===== src/rtl/irqc_pkg.sv =====
package irqc_pkg;

    // Source positions inside every register
    typedef enum int unsigned {
        SRC_START        = 0,
        SRC_RESTART      = 1,
        SRC_ADDR_MATCH   = 2,
        SRC_XFER_DONE    = 3,
        SRC_TX_ROOM      = 4,
        SRC_RX_READY     = 5,
        SRC_ACK_IN       = 6,
        SRC_NACK_IN      = 7,
        SRC_HOST_STOP    = 8,
        SRC_ARB_LOSS     = 9,
        SRC_BUS_FAULT    = 10,
        SRC_BUS_STALL    = 11,
        SRC_TX_OVER      = 12,
        SRC_RX_UNDER     = 13,
        SRC_IDLE_TMO     = 14,
        SRC_SCL_LOW_TMO  = 15,
        SRC_DEV_STOP     = 16
    } irqc_src_e;

    localparam int unsigned IRQC_NUM_SRC = int'(SRC_DEV_STOP) + 1;
    localparam int unsigned IRQC_DATA_W  = 32;
    localparam int unsigned IRQC_ADDR_W  = 8;

    // Register byte offsets
    localparam int unsigned OFS_FLAG = 'h00;
    localparam int unsigned OFS_SET  = 'h04;
    localparam int unsigned OFS_CLR  = 'h08;
    localparam int unsigned OFS_EN   = 'h0C;

    typedef struct packed {
        logic set;
        logic clr;
        logic en;
    } irqc_wr_t;

    typedef enum logic [1:0] {
        RD_ZERO = 2'd0,
        RD_FLAG = 2'd1,
        RD_EN   = 2'd2
    } irqc_rdsel_e;

endpackage


===== src/rtl/irqc_addr_dec.sv =====
module irqc_addr_dec
    import irqc_pkg::*;
#(
    parameter int unsigned ADDR_W = IRQC_ADDR_W
) (
    input  logic              clk_i,
    input  logic              rst_ni,
    input  logic              wr_i,
    input  logic [ADDR_W-1:0] addr_i,
    output irqc_wr_t          wr_stb_o,
    output irqc_rdsel_e       rd_sel_o
);

    logic hit_flag, hit_set, hit_clr, hit_en;

    always_comb begin
        hit_flag = (addr_i == ADDR_W'(OFS_FLAG));
        hit_set  = (addr_i == ADDR_W'(OFS_SET));
        hit_clr  = (addr_i == ADDR_W'(OFS_CLR));
        hit_en   = (addr_i == ADDR_W'(OFS_EN));
    end

    // Flag offset is read-only: no write strobe is produced for it
    always_comb begin
        wr_stb_o.set = wr_i & hit_set;
        wr_stb_o.clr = wr_i & hit_clr;
        wr_stb_o.en  = wr_i & hit_en;
    end

    always_comb begin
        if (hit_flag)      rd_sel_o = RD_FLAG;
        else if (hit_en)   rd_sel_o = RD_EN;
        else               rd_sel_o = RD_ZERO;
    end

    assert_one_strobe_R9: assert property (@(posedge clk_i) disable iff (!rst_ni)
        $onehot0(wr_stb_o));

    assert_no_strobe_on_read_R9: assert property (@(posedge clk_i) disable iff (!rst_ni)
        !wr_i |-> (wr_stb_o == '0));

    assert_flag_wr_ignored_R9: assert property (@(posedge clk_i) disable iff (!rst_ni)
        (wr_i && addr_i == ADDR_W'(OFS_FLAG)) |-> (wr_stb_o == '0));

endmodule


===== src/rtl/irqc_src_cell.sv =====
module irqc_src_cell
    import irqc_pkg::*;
(
    input  logic     clk_i,
    input  logic     rst_ni,
    input  logic     evt_i,
    input  irqc_wr_t wr_stb_i,
    input  logic     wbit_i,
    output logic     flag_o,
    output logic     en_o
);

    logic flag_q, en_q;
    logic flag_kept, flag_cleared, set_req, flag_d, en_d;

    // Order of effects: enable-write mask, then clear, then set (set wins, R8)
    always_comb begin
        flag_kept    = wr_stb_i.en ? (flag_q & wbit_i) : flag_q;
        flag_cleared = (wr_stb_i.clr & wbit_i & en_q) ? 1'b0 : flag_kept;
        set_req      = (evt_i | (wr_stb_i.set & wbit_i)) & en_q;
        flag_d       = flag_cleared | set_req;
        en_d         = en_q | (wr_stb_i.en & wbit_i);
    end

    always_ff @(posedge clk_i or negedge rst_ni) begin
        if (!rst_ni) begin
            flag_q <= 1'b0;
            en_q   <= 1'b0;
        end else begin
            flag_q <= flag_d;
            en_q   <= en_d;
        end
    end

    assign flag_o = flag_q;
    assign en_o   = en_q;

    assert_set_wins_R8: assert property (@(posedge clk_i) disable iff (!rst_ni)
        (evt_i && en_o) |=> flag_o);

    assert_clear_takes_R4: assert property (@(posedge clk_i) disable iff (!rst_ni)
        (wr_stb_i.clr && wbit_i && en_o && !evt_i) |=> !flag_o);

    assert_enable_sticky_R5: assert property (@(posedge clk_i) disable iff (!rst_ni)
        en_o |=> en_o);

    assert_enable_write_masks_R6: assert property (@(posedge clk_i) disable iff (!rst_ni)
        (wr_stb_i.en && !wbit_i && !(evt_i && en_o)) |=> !flag_o);

    assert_disabled_never_sets_R2: assert property (@(posedge clk_i) disable iff (!rst_ni)
        (!en_o && !flag_o) |=> !flag_o);

endmodule


===== src/rtl/irqc_rd_mux.sv =====
module irqc_rd_mux
    import irqc_pkg::*;
#(
    parameter int unsigned DATA_W  = IRQC_DATA_W,
    parameter int unsigned NUM_SRC = IRQC_NUM_SRC
) (
    input  irqc_rdsel_e        sel_i,
    input  logic [NUM_SRC-1:0] flag_i,
    input  logic [NUM_SRC-1:0] en_i,
    output logic [DATA_W-1:0]  rdata_o
);

    always_comb begin
        rdata_o = '0;
        unique case (sel_i)
            RD_FLAG: rdata_o[NUM_SRC-1:0] = flag_i;
            RD_EN:   rdata_o[NUM_SRC-1:0] = en_i;
            default: rdata_o = '0;
        endcase
    end

endmodule


===== src/rtl/irq_flag_unit.sv =====
module irq_flag_unit
    import irqc_pkg::*;
#(
    parameter int unsigned DATA_W  = IRQC_DATA_W,
    parameter int unsigned ADDR_W  = IRQC_ADDR_W,
    parameter int unsigned NUM_SRC = IRQC_NUM_SRC
) (
    input  logic               clk_i,
    input  logic               rst_ni,
    input  logic [NUM_SRC-1:0] evt_i,
    input  logic               reg_wr_i,
    input  logic [ADDR_W-1:0]  reg_addr_i,
    input  logic [DATA_W-1:0]  reg_wdata_i,
    output logic [DATA_W-1:0]  reg_rdata_o,
    output logic               irq_o
);

    localparam int unsigned HI_W = DATA_W - NUM_SRC;

    irqc_wr_t           wr_stb;
    irqc_rdsel_e        rd_sel;
    logic [NUM_SRC-1:0] flag_vec;
    logic [NUM_SRC-1:0] en_vec;
    logic [HI_W-1:0]    unused_wdata_hi;

    // Upper write bits have no storage
    assign unused_wdata_hi = reg_wdata_i[DATA_W-1:NUM_SRC];

    irqc_addr_dec #(.ADDR_W(ADDR_W)) u_dec (
        .clk_i    (clk_i),
        .rst_ni   (rst_ni),
        .wr_i     (reg_wr_i),
        .addr_i   (reg_addr_i),
        .wr_stb_o (wr_stb),
        .rd_sel_o (rd_sel)
    );

    for (genvar k = 0; k < NUM_SRC; k++) begin : g_src
        irqc_src_cell u_cell (
            .clk_i    (clk_i),
            .rst_ni   (rst_ni),
            .evt_i    (evt_i[k]),
            .wr_stb_i (wr_stb),
            .wbit_i   (reg_wdata_i[k]),
            .flag_o   (flag_vec[k]),
            .en_o     (en_vec[k])
        );
    end

    irqc_rd_mux #(.DATA_W(DATA_W), .NUM_SRC(NUM_SRC)) u_rd (
        .sel_i   (rd_sel),
        .flag_i  (flag_vec),
        .en_i    (en_vec),
        .rdata_o (reg_rdata_o)
    );

    assign irq_o = |(flag_vec & en_vec);

    assert_flag_within_enable_R2: assert property (@(posedge clk_i) disable iff (!rst_ni)
        (flag_vec & ~en_vec) == '0);

    assert_irq_needs_pending_R7: assert property (@(posedge clk_i) disable iff (!rst_ni)
        irq_o |-> (flag_vec != '0));

    assert_upper_bits_zero_R10: assert property (@(posedge clk_i) disable iff (!rst_ni)
        reg_rdata_o[DATA_W-1:NUM_SRC] == '0);

    assert_alias_reads_zero_R9: assert property (@(posedge clk_i) disable iff (!rst_ni)
        (reg_addr_i == ADDR_W'(OFS_SET) || reg_addr_i == ADDR_W'(OFS_CLR))
            |-> (reg_rdata_o == '0));

endmodule


===== config.mk =====
export PLATFORM = sky130hd
export DESIGN_NAME = irq_flag_unit
export DESIGN_NICKNAME = d
export VERILOG_FILES = /design/src/rtl/irqc_pkg.sv /design/src/rtl/irqc_addr_dec.sv /design/src/rtl/irqc_src_cell.sv /design/src/rtl/irqc_rd_mux.sv /design/src/rtl/irq_flag_unit.sv
export SDC_FILE = /design/constraint.sdc
export NUM_CORES = 1
export LEC_CHECK = 0
export BUFFER_PORTS_ARGS = -buffer_cell sky130_fd_sc_hd__buf_2
export CAP_MARGIN = 5
export CORE_MARGIN = 4
export CORE_UTILIZATION = 47
export CTS_CLUSTER_DIAMETER = 80
export CTS_CLUSTER_SIZE = 14
export DETAILED_ROUTE_END_ITERATION = 12
export GPL_TIMING_DRIVEN = 0
export PLACE_DENSITY_LB_ADDON = 0.05
export SLEW_MARGIN = 15
export SYNTH_ARGS = -nofsm -noshare
export SYNTH_HDL_FRONTEND = slang
export SYNTH_SLANG_ARGS = --single-unit

===== constraint.sdc =====
create_clock -name clk_i -period 1.7 [get_ports clk_i]
set_clock_uncertainty 0.2 [all_clocks]
set_input_delay 0.085 -clock clk_i [delete_from_list [all_inputs] [get_ports clk_i]]
set_output_delay 0.085 -clock clk_i [all_outputs]
set_load 0.005 [all_outputs]

==> key figures <==
Hold path
  – Hold EP: g_src[4].u_cell.en_o
  – Startpoint of the worst hold path: reg_wr_i
  – Cells on Worst Hold Path: 4
  – Min-delay worst type: in -> reg

Clocking
  – CTS tree: done
  – CTS Buf Count: 5
  – Clock transition at path regs: 80 ps
  – Longest Clk Path Bufs: 2
  – Clock sink count: 34
  – CTS H-Tree Depth: 2
  – Root buffer cell: clkbuf_8
  – Clk Latency, worst-skew pair: 280 ps

Setup path
  – Crit path kind: reg -> out
  – R2R Setup Slk: 300 ps
  – CP Launch Type: register
  – R2r endpoint: g_src[6].u_cell.flag_o
  – Cells on worst reg2reg path: 4
  – Worst setup EP type: output pin
  – FF-to-FF Start: g_src[6].u_cell.en_o
  – WP data arrival: 1520 ps
  – Crit path max fanout: 2
  – CP required: 1410 ps

Layout
  – # fillers: 310
  – Fin nets: 383
  – Antenna Cells: 0
  – Most frequent cells in the layout: 65 x buf_2, 36 x nand2_1, 35 x dlygate4sd3_1
  – Area of the multi-input gates: 0.001057 mm^2
  – Fin util: 72.74%
  – Commonest non-fill, non-tap cell in the layout: buf_2
  – FF+latch area: 850.8 um^2
  – Layout cells sized above 1: 38.27%
  – P&R area growth vs syn: 47.62%

Logic synthesis
  – Synth area leaders: dfrtp_1 43%, mux2_2 9.6%, a22o_1 7.9%
  – Adder-cell area share of the yosys netlist: 0%
  – Mux contribution to synthesized area: 9.574%
  – Synth Warn #: 0
  – Sequential-to-total area share from yosys stat: 42.55%
  – XOR/XNOR Fraction of Synth Area: 0%
  – Post-Synth Simple-Gate Area: 11.26%
  – Largest family of logic cells by synthesized area: compound AO/OA/AOI/OAI gates
  – Cell variety after synth: 25
  – Yosys top cell area share: 42.55%
  – Synth Area in Compound Gates: 27.78%
  – Synthesized area per cell: 10.05 um^2
  – Synth area leader: dfrtp_1
  – Syn Inst Count: 199
  – Synthesized cell area: 0.001999 mm^2
  – FF+latch count, synth: 34

Route
  – DRT iter0 DRCs: 151
  – TritonRoute pass-1 iters: 4
  – Routed vias: 1998
  – Post-DR vias/cell: 5.342
  – WL/cell: 15.12 um
  – Final ANT Viol Nets: 0
  – Drt drc: 0
  – Drt total wl: 5.656 mm

Die
  – Die Y: 73.23 um
  – Initial Utilization: 49.28%
  – Die area: 0.005362 mm^2
  – Core ar.: 0.004058 mm^2
  – Die width: 73.23 um
  – Cell Rows: 23
  – Io pins: 93

Global routing
  – All-layer global routing usage: 22.24%
  – First-pass GRT wire length: 9.183 mm
  – Antenna violations before repair: 0
  – Grt ovf: 0
  – Vias in the first global route: 1953
  – Largest net degree at the start of global routing: 35

Placement
  – Placer Congestion: 0.7657
  – Dpl hpwl: 3.803 mm
  – Dpl ws: -231.3 ps
  – Port bufs: 62

Pwr
  – Logic pwr share: 22.2%
  – Sw Ratio: 28.84%
  – Flop pwr share: 50.5%
  – VDD IR max: 0.0005548 V
  – Leakage: 1.489 nW
  – P_sw: 0.6499 mW
  – PD cells: 763.4 mW/mm^2
  – Internal: 1.603 mW
  – Clock power share: 27.3%

STA
  – Count of final setup violators: 1
  – Slew margin rel.: 48.17%
  – Max Clock Freq: 0.5555 GHz
  – Fin crit share: 105.9%
  – Final Hold Viols: 0
  – Setup WS post-layout: -100.2 ps
  – Slew Limit Fails: 0
  – Slew @ Worst Pin: 777.5 ps
  – RSZ-0062 raised after global routing: yes
  – Period minus WS final: 1800 ps

Status
  – Violated checks: negative setup slack
  – Status: finished with violations

Job
  – Maxcap violations: 0
[area by class of cell]
cell class	count	share of cell area, %
plain buffers	23	5.977
flip-flops and latches	34	28.83
multi-input cells	155	35.82
clock buffers	7	2.925
well taps	50	2.120
clock inverters	1	0.1696
repair buffers	104	24.16
[stage by stage]
step | instance area (um^2) | hold WS (ps) | setup TNS (ps) | power (mW) | instances
final | 2952 | 71.03 | -100.2 | 2.253 | 374
after global routing | 2952 | 97.00 | -173.6 | 2.391 | 374
after CTS | 2915 | 68.97 | -119.7 | 2.244 | 371
after detailed placement | 2425 | 10.41 | -4805 | 1.539 | 325
after global placement | 2425 | 8.890 | -4209 | 1.519 | 325
after floorplan | 2052 | -410.6 | 0 | 1.360 | 213
[flip-flops by register name (all words and copies together), names as in the netlist]
name                 count
g_src.u_cell.en_o       17
g_src.u_cell.flag_o     17
[synth_stat cells (all sizes together)]
cell / n
a21o: 17
a221oi: 2
a222oi: 1
a22o: 18
a22oi: 4
and3: 1
and4bb: 1
buf: 23
clkbuf: 1
conb: 1
dfrtp: 34
mux2: 17
nand2: 37
nand3: 2
nand4: 1
nor2: 3
nor4: 1
o211ai: 17
o21ai: 17
or3b: 1
[how the worst max path moves through the flow]
stage / from / end / cells past startpoint
after global routing: g_src[8].u_cell.flag_o / irq_o / 5
after floorplan: reg_addr_i[1] / g_src[10].u_cell.flag_o / 6
after detailed placement: reg_addr_i[5] / g_src[12].u_cell.flag_o / 6
final: g_src[8].u_cell.flag_o / irq_o / 5
after CTS: g_src[8].u_cell.en_o / irq_o / 5
after global placement: reg_addr_i[5] / reg_rdata_o[4] / 7
[worst max-delay path, stage by stage (launching register included)]
cell and delay [ps]:
dfrtp_1 390, a22o_1 260, a221oi_2 170, and3_1 180, nand3_1 90, buf_2 150
[power groups by stage]
| stage | clock network [mW] | logic [mW] | registers (mW) |
|---|---|---|---|
| floorplan | 0 | 0.270 | 1.09 |
| global placement | 0 | 0.388 | 1.13 |
| detailed placement | 0 | 0.402 | 1.14 |
| CTS | 0.631 | 0.484 | 1.13 |
| global route | 0.661 | 0.564 | 1.17 |
| finish | 0.615 | 0.501 | 1.14 |
[cell families after synthesis]
logic type,count (synthesis)
compound gates,76
buf+inv,24
flops,34
mux,17
other cells,1
simple gates,47
[per-layer routing]
metal	track usage, %	wire, um	part of all wire (%)	vias to the layer above
met5	0	0	0	-
met4	4.918	40	0.71	0
met3	4.545	392	6.9	7
met2	38.73	2835	50	67
met1	28.28	2387	42	958
li1	-	-	-	966
[repair_timing]
action	4_1_cts	5_1_grt
endpoints found under the hold margin	68	0
setup endpoints to repair	11	21
buffers inserted	3	4
pin swaps	3	4
hold buffers	35	0
resized for setup	6	3
Power figures use the tool's default switching activity.
